`src/rtl/irq_seq_pkg.sv`:
```
package irq_seq_pkg;
    localparam int WORD_W = 32;
    localparam int SEL_W  = 16;
    localparam int IF_BIT = 9;

    typedef enum logic [3:0] {
        S_IDLE, S_RAISE, S_GATE_LO, S_GATE_HI, S_EVAL,
        S_TSS_SP, S_TSS_SS,
        S_PUSH_SS, S_PUSH_SP, S_PUSH_FL, S_PUSH_CS, S_PUSH_IP, S_PUSH_EC,
        S_DONE, S_RESET
    } seq_state_t;

    typedef struct packed {
        logic [SEL_W-1:0]  sel;
        logic [WORD_W-1:0] off;
        logic              wide;
        logic              intr;
    } gate_t;
endpackage

```
`src/rtl/irq_gate_decode.sv`:
```
module irq_gate_decode
    import irq_seq_pkg::*;
(
    input  logic [WORD_W-1:0] word_lo,
    input  logic [WORD_W-1:0] word_hi,
    input  logic              prot,
    output gate_t             gate
);
    always_comb begin
        gate.sel = word_lo[WORD_W-1:16];
        if (prot) begin
            gate.off  = {word_hi[WORD_W-1:16], word_lo[15:0]};
            gate.wide = word_hi[11];
            gate.intr = ~word_hi[8];
        end else begin
            // real-mode pointer behaves as a 16-bit interrupt gate
            gate.off  = {{(WORD_W-16){1'b0}}, word_lo[15:0]};
            gate.wide = 1'b0;
            gate.intr = 1'b1;
        end
    end
endmodule

```
`src/rtl/irq_fault_tracker.sv`:
```
module irq_fault_tracker #(
    parameter int CNT_W      = 2,
    parameter int VEC_W      = 8,
    parameter int DF_VEC     = 8,
    parameter int TRIPLE_CNT = 3
) (
    input  logic             clk,
    input  logic             rst_n,
    input  logic             raise,
    input  logic             clear,
    input  logic [VEC_W-1:0] vec_in,
    output logic [VEC_W-1:0] vec_out,
    output logic             escalated,
    output logic             triple,
    output logic [CNT_W-1:0] count
);
    localparam logic [CNT_W-1:0] TRIP = CNT_W'(TRIPLE_CNT);
    localparam logic [CNT_W-1:0] ONE  = CNT_W'(1);

    logic [CNT_W-1:0] cnt_inc;

    always_comb begin
        cnt_inc   = count + ONE;
        escalated = cnt_inc > ONE;
        triple    = cnt_inc == TRIP;
        vec_out   = escalated ? VEC_W'(DF_VEC) : vec_in;
    end

    always_ff @(posedge clk) begin
        if (!rst_n || clear) count <= '0;
        else if (raise)      count <= triple ? '0 : cnt_inc;
    end
endmodule

```
`src/rtl/irq_entry_seq.sv`:
```
module irq_entry_seq
    import irq_seq_pkg::*;
#(
    parameter int VEC_W      = 8,
    parameter int CNT_W      = 2,
    parameter int DF_VEC     = 8,
    parameter int ABORT_VEC  = 13,
    parameter int TRIPLE_CNT = 3
) (
    input  logic              clk,
    input  logic              rst_n,
    input  logic              start,
    input  logic              is_fault,
    input  logic [VEC_W-1:0]  vec,
    input  logic              err_valid,
    input  logic [WORD_W-1:0] err_code,
    input  logic              prot_mode,
    input  logic [1:0]        cpl,
    input  logic [SEL_W-1:0]  cur_cs,
    input  logic [WORD_W-1:0] cur_ip,
    input  logic [WORD_W-1:0] saved_ip,
    input  logic [WORD_W-1:0] cur_flags,
    input  logic [SEL_W-1:0]  cur_ss,
    input  logic [WORD_W-1:0] cur_sp,
    input  logic [WORD_W-1:0] vec_base,
    input  logic [WORD_W-1:0] tss_base,
    output logic              mem_req,
    output logic              mem_we,
    output logic              mem_wide,
    output logic [WORD_W-1:0] mem_addr,
    output logic [WORD_W-1:0] mem_wdata,
    input  logic              mem_ack,
    input  logic              mem_err,
    input  logic [WORD_W-1:0] mem_rdata,
    output logic              busy,
    output logic              done,
    output logic              core_reset,
    output logic [SEL_W-1:0]  new_cs,
    output logic [WORD_W-1:0] new_ip,
    output logic [WORD_W-1:0] new_flags,
    output logic [SEL_W-1:0]  new_ss,
    output logic [WORD_W-1:0] new_sp,
    output logic [1:0]        new_cpl
);
    localparam int VPAD = WORD_W - VEC_W;
    localparam logic [WORD_W-1:0] IF_MASK = WORD_W'(1) << IF_BIT;

    seq_state_t state, nxt;

    // captured originals and working copies
    logic [SEL_W-1:0]  o_cs, o_ss, w_ss;
    logic [WORD_W-1:0] o_ip, o_flags, o_sp, w_sp;
    logic [1:0]        o_cpl, w_cpl;
    logic [WORD_W-1:0] base_r, tss_r, err_r, g_lo, g_hi;
    logic [VEC_W-1:0]  vec_r;
    logic              pm_r, errv_r, wide_r;

    gate_t             gd;
    logic              tr_raise, tr_clear, tr_esc, tr_triple;
    logic [VEC_W-1:0]  tr_vec;
    logic [CNT_W-1:0]  tr_count;

    logic [WORD_W-1:0] vec_off, push_addr, slot_addr;
    logic              acc_ok, acc_bad;

    irq_gate_decode u_dec (.word_lo(g_lo), .word_hi(g_hi), .prot(pm_r), .gate(gd));

    irq_fault_tracker #(
        .CNT_W(CNT_W), .VEC_W(VEC_W), .DF_VEC(DF_VEC), .TRIPLE_CNT(TRIPLE_CNT)
    ) u_trk (
        .clk(clk), .rst_n(rst_n), .raise(tr_raise), .clear(tr_clear),
        .vec_in(vec_r), .vec_out(tr_vec), .escalated(tr_esc),
        .triple(tr_triple), .count(tr_count)
    );

    always_comb begin
        vec_off   = pm_r ? {{(VPAD-3){1'b0}}, vec_r, 3'b000}
                         : {{(VPAD-2){1'b0}}, vec_r, 2'b00};
        push_addr = w_sp - (wide_r ? WORD_W'(4) : WORD_W'(2));
        slot_addr = tss_r + WORD_W'(4) + {{(WORD_W-5){1'b0}}, gd.sel[1:0], 3'b000};
        acc_ok    = mem_ack && !mem_err;
        acc_bad   = mem_ack && mem_err;
        busy      = state != S_IDLE;
    end

    // state register
    always_ff @(posedge clk) begin
        if (!rst_n) state <= S_IDLE;
        else        state <= nxt;
    end

    // next state and memory port
    always_comb begin
        nxt       = state;
        mem_req   = 1'b0;
        mem_we    = 1'b0;
        mem_wide  = 1'b1;
        mem_addr  = '0;
        mem_wdata = '0;
        tr_raise  = 1'b0;
        tr_clear  = 1'b0;
        unique case (state)
            S_IDLE:    if (start) nxt = is_fault ? S_RAISE : S_GATE_LO;
            S_RAISE: begin
                tr_raise = 1'b1;
                nxt = tr_triple ? S_RESET : S_GATE_LO;
            end
            S_GATE_LO: begin
                mem_req  = 1'b1;
                mem_addr = base_r + vec_off;
                if (acc_ok) nxt = pm_r ? S_GATE_HI : S_EVAL;
            end
            S_GATE_HI: begin
                mem_req  = 1'b1;
                mem_addr = base_r + vec_off + WORD_W'(4);
                if (acc_ok) nxt = S_EVAL;
            end
            S_EVAL:    nxt = (pm_r && (gd.sel[1:0] < w_cpl)) ? S_TSS_SP : S_PUSH_FL;
            S_TSS_SP: begin
                mem_req  = 1'b1;
                mem_addr = slot_addr;
                if (acc_ok) nxt = S_TSS_SS;
            end
            S_TSS_SS: begin
                mem_req  = 1'b1;
                mem_addr = slot_addr + WORD_W'(4);
                if (acc_ok) nxt = S_PUSH_SS;
            end
            S_PUSH_SS, S_PUSH_SP, S_PUSH_FL, S_PUSH_CS, S_PUSH_IP, S_PUSH_EC: begin
                mem_req  = 1'b1;
                mem_we   = 1'b1;
                mem_wide = wide_r;
                mem_addr = push_addr;
                unique case (state)
                    S_PUSH_SS: begin mem_wdata = {{(WORD_W-SEL_W){1'b0}}, o_ss}; if (acc_ok) nxt = S_PUSH_SP; end
                    S_PUSH_SP: begin mem_wdata = o_sp;    if (acc_ok) nxt = S_PUSH_FL; end
                    S_PUSH_FL: begin mem_wdata = o_flags; if (acc_ok) nxt = S_PUSH_CS; end
                    S_PUSH_CS: begin mem_wdata = {{(WORD_W-SEL_W){1'b0}}, o_cs}; if (acc_ok) nxt = S_PUSH_IP; end
                    S_PUSH_IP: begin
                        mem_wdata = o_ip;
                        if (acc_ok) nxt = (errv_r && pm_r) ? S_PUSH_EC : S_DONE;
                    end
                    default:   begin mem_wdata = err_r;   if (acc_ok) nxt = S_DONE; end
                endcase
            end
            S_DONE: begin
                tr_clear = 1'b1;
                nxt = S_IDLE;
            end
            S_RESET:   nxt = S_IDLE;
            default:   nxt = S_IDLE;
        endcase
        if (mem_req && acc_bad) nxt = S_RAISE;
    end

    // working datapath
    always_ff @(posedge clk) begin
        if (!rst_n) begin
            pm_r   <= 1'b0;
            wide_r <= 1'b0;
            errv_r <= 1'b0;
        end else begin
            if (state == S_IDLE && start) begin
                o_cs    <= cur_cs;
                o_ss    <= cur_ss;
                o_sp    <= cur_sp;
                o_flags <= cur_flags;
                o_cpl   <= cpl;
                o_ip    <= is_fault ? saved_ip : cur_ip;
                w_ss    <= cur_ss;
                w_sp    <= cur_sp;
                w_cpl   <= cpl;
                pm_r    <= prot_mode;
                base_r  <= vec_base;
                tss_r   <= tss_base;
                vec_r   <= vec;
                errv_r  <= is_fault && err_valid;
                err_r   <= err_code;
                wide_r  <= 1'b0;
            end
            if (state == S_RAISE) begin
                vec_r <= tr_vec;
                w_sp  <= o_sp;
                w_ss  <= o_ss;
                w_cpl <= o_cpl;
                if (tr_esc) begin
                    errv_r <= 1'b1;
                    err_r  <= '0;
                end
            end
            if (mem_req && acc_bad) begin
                vec_r  <= VEC_W'(ABORT_VEC);
                errv_r <= 1'b1;
                err_r  <= '0;
            end
            if (acc_ok) begin
                unique case (state)
                    S_GATE_LO: g_lo <= mem_rdata;
                    S_GATE_HI: g_hi <= mem_rdata;
                    S_TSS_SP:  w_sp <= mem_rdata;
                    S_TSS_SS:  w_ss <= mem_rdata[SEL_W-1:0];
                    default:   w_sp <= push_addr;
                endcase
            end
            if (state == S_EVAL) begin
                wide_r <= pm_r && gd.wide;
                if (pm_r && (gd.sel[1:0] < w_cpl)) w_cpl <= gd.sel[1:0];
            end
        end
    end

    // outputs
    always_ff @(posedge clk) begin
        if (!rst_n) begin
            done       <= 1'b0;
            core_reset <= 1'b0;
            new_cs     <= '0;
            new_ip     <= '0;
            new_flags  <= '0;
            new_ss     <= '0;
            new_sp     <= '0;
            new_cpl    <= '0;
        end else begin
            done       <= state == S_DONE;
            core_reset <= state == S_RESET;
            if (state == S_DONE) begin
                new_cs    <= gd.sel;
                new_ip    <= gd.wide ? gd.off : {o_ip[WORD_W-1:16], gd.off[15:0]};
                new_flags <= gd.intr ? (o_flags & ~IF_MASK) : o_flags;
                new_ss    <= w_ss;
                new_sp    <= w_sp;
                new_cpl   <= w_cpl;
            end
        end
    end
endmodule

```
`config.mk`:
```
export PLATFORM = sky130hd
export DESIGN_NAME = irq_entry_seq
export DESIGN_NICKNAME = d
export VERILOG_FILES = /design/src/rtl/irq_seq_pkg.sv /design/src/rtl/irq_gate_decode.sv /design/src/rtl/irq_fault_tracker.sv /design/src/rtl/irq_entry_seq.sv
export SDC_FILE = /design/constraint.sdc
export NUM_CORES = 1
export LEC_CHECK = 0
export BUFFER_PORTS_ARGS = -buffer_cell sky130_fd_sc_hd__buf_2
export CORE_MARGIN = 2
export CORE_UTILIZATION = 50
export CTS_BUF_LIST = sky130_fd_sc_hd__clkbuf_2 sky130_fd_sc_hd__clkbuf_4 sky130_fd_sc_hd__clkbuf_8
export CTS_CLUSTER_SIZE = 24
export DETAILED_ROUTE_END_ITERATION = 10
export GPL_ROUTABILITY_DRIVEN = 1
export PLACE_DENSITY = 0.75
export SLEW_MARGIN = 10
export SYNTH_ARGS = -nofsm -noshare
export SYNTH_HDL_FRONTEND = slang
export SYNTH_SLANG_ARGS = --single-unit
```
`constraint.sdc`:
```
create_clock -name clk -period 13.6 [get_ports clk]
set_input_delay 0.68 -clock clk [delete_from_list [all_inputs] [get_ports clk]]
set_output_delay 0.68 -clock clk [all_outputs]
set_load 0.005 [all_outputs]
```
Word-level counts from Yosys, hierarchy flattened
Cells that the tools add are included.

word-level totals
  word-level logic and storage cells = 151
  input port bits = 306
  register bits = 489

cells by class
  $lt $le $gt $ge = 2
  bitwise operators = 2
  equality and inequality tests = 28
  add/subtract/negate cells = 7
  reductions and logical operators = 25
  multiplexer cells = 58

operators by type and width
  cell                     count
  $pmux W32 S5             2
  $mux W32                 9
  $add A32 B3 Y32 const B  3
  $mux W16                 4
  $pmux W32 S2             1
  $mux W4                  13
  $mux W34                 1
  $add A32 B11 Y32         1
  $add A32 B5 Y32          1
  $pmux W4 S8              1
  $sub A32 B3 Y32          1
  $eq A4 B4 Y1 const B     7
  $mux W8                  3
  $ne A3 B3 Y1 const B     7
  $pmux W4 S5              1
  $eq A4 B3 Y1 const B     4
  $mux W1                  13
  $mux W2                  6
  $ne A2 B2 Y1 const B     6
  $reduce_and A6 Y1        2
  $mux W11                 1
  $mux W10                 1
  $reduce_or A10 Y1        1
  $reduce_and A3 Y1        3
  19 further kinds         30

Longest topological paths before layout
  depth after elaboration = 6
  mapped depth = 17

By module
A second synthesis with hierarchy kept.

unflattened totals
  cell total of the unflattened synthesis = 2,363
  area total of the unflattened synthesis = 24,195.7 µm²

modules (own cells, without submodules)
  module             cells each  instances  area an instance (µm²)  sequential area each (µm²)
  irq_entry_seq      2,292       1          23,648.9                13,232.7
  irq_gate_decode    51          1          377.9                   0.0
  irq_fault_tracker  20          1          168.9                   40.0

Least setup slack after synthesis
No wires, ideal clock.

  path kind = flip-flop to flip-flop
  start = reg state[3]
  end = reg base_r[0], enable pin
  clock period less this slack = 10.354 ns
  data arrival time = 9.602 ns
  library setup time = 0.752 ns
  required time = 12.848 ns
  setup slack = 3.246 ns
  stages on the path, launching flop included = 8
  path through = dfxtp_1 -> clkbuf_1 -> nor2_1 -> nand3_1 -> clkbuf_1 -> clkbuf_1 -> clkbuf_1 -> nor2_1

between the ends
  word-level cells in the longest chain between the ends = 3

ends and longest elaborated chain
  item                                RTL line              source
  start: declaration                  irq_entry_seq.sv:48   seq_state_t state, nxt;
  start signal: assignment            irq_entry_seq.sv:89   else state <= nxt;
  $logic_not A4 Y1                    irq_entry_seq.sv:163  if (state == S_IDLE && start) begin
  $logic_and A1 B1 Y1                 irq_entry_seq.sv:163
  $reduce_and A2 Y1 (no source line)  --
  end signal: assignment              irq_entry_seq.sv:174  base_r <= vec_base;
  end: declaration                    irq_entry_seq.sv:54   logic [WORD_W-1:0] base_r, tss_r, err_r, g_lo, g_hi;

Every way passes these cells.
A chain may end at the register's enable or synchronous reset.

Final worst setup path
  start = reg pm_r
  end = out mem_addr[27]

between the ends
  word-level cells in the longest chain between the ends = 4

ends and longest elaborated chain
  item                      RTL line                                    source
  start: declaration        irq_entry_seq.sv:56                         logic pm_r, errv_r, wide_r;
  start signal: assignment  irq_entry_seq.sv:173                        pm_r <= prot_mode;
  $mux W11 *                irq_entry_seq.sv:77                         vec_off = pm_r ? {{(VPAD-3){1'b0}}, vec_r, 3'b000}
  $add A32 B11 Y32 *        irq_entry_seq.sv:110, irq_entry_seq.sv:115
  $add A32 B3 Y32           irq_entry_seq.sv:115                        mem_addr = base_r + vec_off + WORD_W'(4);
  $pmux W32 S5 *            irq_entry_seq.sv:102                        unique case (state)
  end: declaration          irq_entry_seq.sv:30                         output logic [WORD_W-1:0] mem_addr,

Every way passes the cells marked *; elsewhere a longest branch is shown, timed or not.

==> results.cfg <==
[timing]
timing.fmax_mhz = 150
report.final.setup_viol = 0
grt_setup_unrepaired = false
min_period_over_period_pct = 49.1
tns_ns = 0
fin_skew_ns = 0.0334
final-max-slew-violation-count = 0
final_period_minus_worst_setup_slack_ns = 6.67
timing_worst_slew_pin_value_ns = 1.22
hold_viol_final = 0
timing.hold.ws_ns = 0.169
slew_headroom_pct = 18.6

[cells_and_area]
drive_above_1_share_pct = 28.2
layout_commonest_cell = buf_2
fillers = 3672
final_nets = 2927
final_cell_count_no_fill = 3281
area.sequential_um2 = 12900
most-common-layout-cells = 504 x buf_2, 334 x edfxtp_1, 332 x nand2_1
combined_area_of_the_multi_input_logic_cells_um2 = 9410
syn_to_final_growth_pct = 21.5

[route]
route.detailed.drc = 0
avgViaCountPerCell = 6.23
drt_iter0_drc = 2867
routed-via-count = 20500
wire_per_inst_um = 25.9
drt.antenna.violating_nets = 0
finalWirelength_um = 85100
dr.pass1.iters = 7

[floorplan]
die_height_um = 217
num_rows = 78
initial_utilization_pct = 50.4
design.die.area_um2 = 47200
design.portCount = 506
chipWidth_um = 217
core_area_um2 = 45200

[placement]
detailed_place_hpwl_um = 61000
port_buffers = 505
globalplace.congestion = 0.907
placedCellCount = 3119

[global_route]
gr-usage-all-layers_pct = 35.2
antenna_found_initial = 15
number_of_global_route_vias_before_repair = 19800
global_route_wire_length_before_repair_um = 124000
grt_overflow_total = 0
grt_max_degree = 102

[clock_network]
cts_sinks = 475
cts_max_path_buffers = 3
path_clk_slew_ns = 0.07
tritoncts = yes
cts_hold_buffers = 0
ctsResizeCount = 0
ctsHtreeMaxLevel = 3
cts_buffer_count = 79
clk_root_buffer_cell = clkbuf_8
clock_latency_late_sink_ns = 0.69
cts_setup_buffers = 0

[worst_setup_path]
critPathTopFamily = compound AO/OA/AOI/OAI gates
critical_path_arrival_ns = 5.99
worst_setup_path_end_kind = output pin
cp-start-kind = flop
worst-setup-path-type = flop to output pin
critical_path_required_ns = 12.92
timing.critical_path.cells = mux2_2, fa_1, a211oi_1, o211ai_1, a21oi_1, xnor2_1, mux2i_1, or3_1, nor4_4, a221oi_1, o21ai_0, buf_2
regToRegSetupSlack_ns = 8.30
setup.worst_path.start = pm_r$_SDFFE_PN0P_
critPathMaxFanout = 17
crit-reg2reg-launch = state[0]$_SDFFE_PN0P_
library_cell_contributing_the_largest_single_delay_on_the_critical_path = dfxtp_1
rr_worst_depth = 11
setup.worst_path.end = mem_addr[27]
critPathBufInv = 1
critical-path-max-stage-delay_ns = 0.81
critical_path_cell_count = 12
r2r-end = vec_r[4]$_SDFFCE_PP0P_

[power]
power_mw = 5.25
cellLeakagePower_nw = 11.0
ir_drop_mv = 0.213
power.share.clock_pct = 27.3
pwr-share-seq_pct = 39.7
power.switching_mw = 1.98
comb_pwr_share_pct = 33.0
intPower_mw = 3.28
powerDensity_nw_per_um2 = 190
share_of_total_power_consumed_by_net_switching_pct = 37.6

[synth]
yosysSeqAreaShare_pct = 56.5
synthesis.area_per_instance_um2 = 10.7
synth_nets = 2452
yosysUniqueCellTypes = 81
mappedNetlistArea_um2 = 22800
synth_enable_flop_cells = 334
synth-seq-cells = 475
postSynth.topFlopCell = edfxtp_1
syn_inst = 2125
synthArstFlopShare_pct = 0
synth.yosys.warnings = 0

[worst_hold_path]
hold_path_class = input port to flop
holdCritStartpoint = cur_flags[12]

[outcome]
status = completed

[job]
number_of_violations_of_the_max_capacitance_limit = 0
cell usage after synthesis, drive strengths merged, types with 6 or more instances:
library cell	n	share of area [%]
a211oi	10	0.38
a21o	9	0.30
a21oi	178	3.9
a221oi	10	0.38
a222oi	34	1.5
a22o	112	4.3
a22oi	28	0.92
a31oi	8	0.22
and2	12	0.33
and3	16	0.44
buf	26	0.56
clkbuf	114	1.9
dfxtp	141	12
edfxtp	334	44
ha	18	0.99
inv	16	0.26
mux2	40	2.0
mux2i	27	1.2
nand2	332	5.5
nand2b	10	0.27
nand3	81	1.8
nand4	21	0.60
nor2	101	1.7
nor2b	11	0.30
nor3	39	0.86
nor4	30	1.1
o211ai	16	0.53
o21a	8	0.26
o21ai	108	2.4
o221ai	22	0.85
o22ai	19	0.52
o31a	6	0.23
or2	9	0.25
or3	13	0.36
or4	7	0.23
xnor2	45	1.7
xor2	42	1.6
metal layers:
layer	GRT usage, %	routed length [µm]	vias to the layer above	part of all wire [%]
li1	-	-	9067	-
met1	44.9	32000	9886	38
met2	57.5	40600	1269	48
met3	6.55	8200	230	9.6
met4	17.9	4210	2	4.9
met5	0	8	-	0.0094
per-stage QoR:
stage / worst slack, ns / utilization, % / area [µm²]
2_1_floorplan: 3.25 / - / 22800
3_3_place_gp: 7.75 / 57.1 / 25800
3_5_place_dp: 7.68 / 57.1 / 25800
4_1_cts: 6.95 / 61.1 / 27600
5_1_grt: 6.64 / 61.2 / 27600
6_report: 6.93 / 61.2 / 27700
logic make-up (layout without fill, tap and decap cells):
group	after synthesis	count (layout)	share of synthesized area, %
other cells	0	15	0
flops	475	475	56.5
buf+inv	157	698	2.72
compound gates	611	611	18.4
simple gates	707	707	14.7
fa+ha+maj	21	21	1.25
xor+xnor	87	87	3.35
mux	67	67	3.17
worst min path at each step:
stage / end / slack, ns / depth (start not counted)
2_1_floorplan: new_cs[10]$_SDFFE_PN0P_ / 0.44 / 1
3_3_place_gp: new_ip[26]$_SDFFE_PN0P_ / 0.43 / 2
3_5_place_dp: new_ip[16]$_SDFFE_PN0P_ / 0.44 / 2
4_1_cts: o_flags[9]$_DFFE_PP_ / 0.13 / 1
5_1_grt: o_flags[9]$_DFFE_PP_ / 0.15 / 1
6_report: o_flags[12]$_DFFE_PP_ / 0.17 / 1
worst register-to-register path, delay by kind of cell, from the launching register on:
family | cells | cell delay, ns
DFF | 1 | 0.85
and+or+nand+nor | 8 | 2.95
AOI/OAI and AO/OA | 1 | 0.42
buffers and inverters | 2 | 0.71
sequential cells by signal (all words and copies together) (netlist names), 18 cells and up:
name       count
base_r        32
err_r         32
g_hi          18
g_lo          32
new_flags     32
new_ip        32
new_sp        32
o_flags       32
o_ip          32
o_sp          32
tss_r         32
w_sp          32
final cells by class:
| cell class | count | area share [%] |
|---|---|---|
| sequential | 475 | 46.5 |
| multi-input combinational | 1493 | 34.0 |
| timing repair buffer | 534 | 9.94 |
| clock buffer | 111 | 5.07 |
| tap | 600 | 2.71 |
| clock inverter | 36 | 1.42 |
| inverter | 17 | 0.240 |
| antenna | 15 | 0.136 |
power groups by stage:
stage | registers (mW) | logic (mW) | clock network [mW]
finish | 2.08 | 1.73 | 1.44
global route | 2.10 | 1.88 | 1.51
CTS | 2.07 | 1.71 | 1.45
detailed placement | 2.10 | 1.70 | 0
global placement | 2.09 | 1.67 | 0
floorplan | 2.03 | 1.13 | 0
No activity file was read; power rests on OpenSTA's default activity.
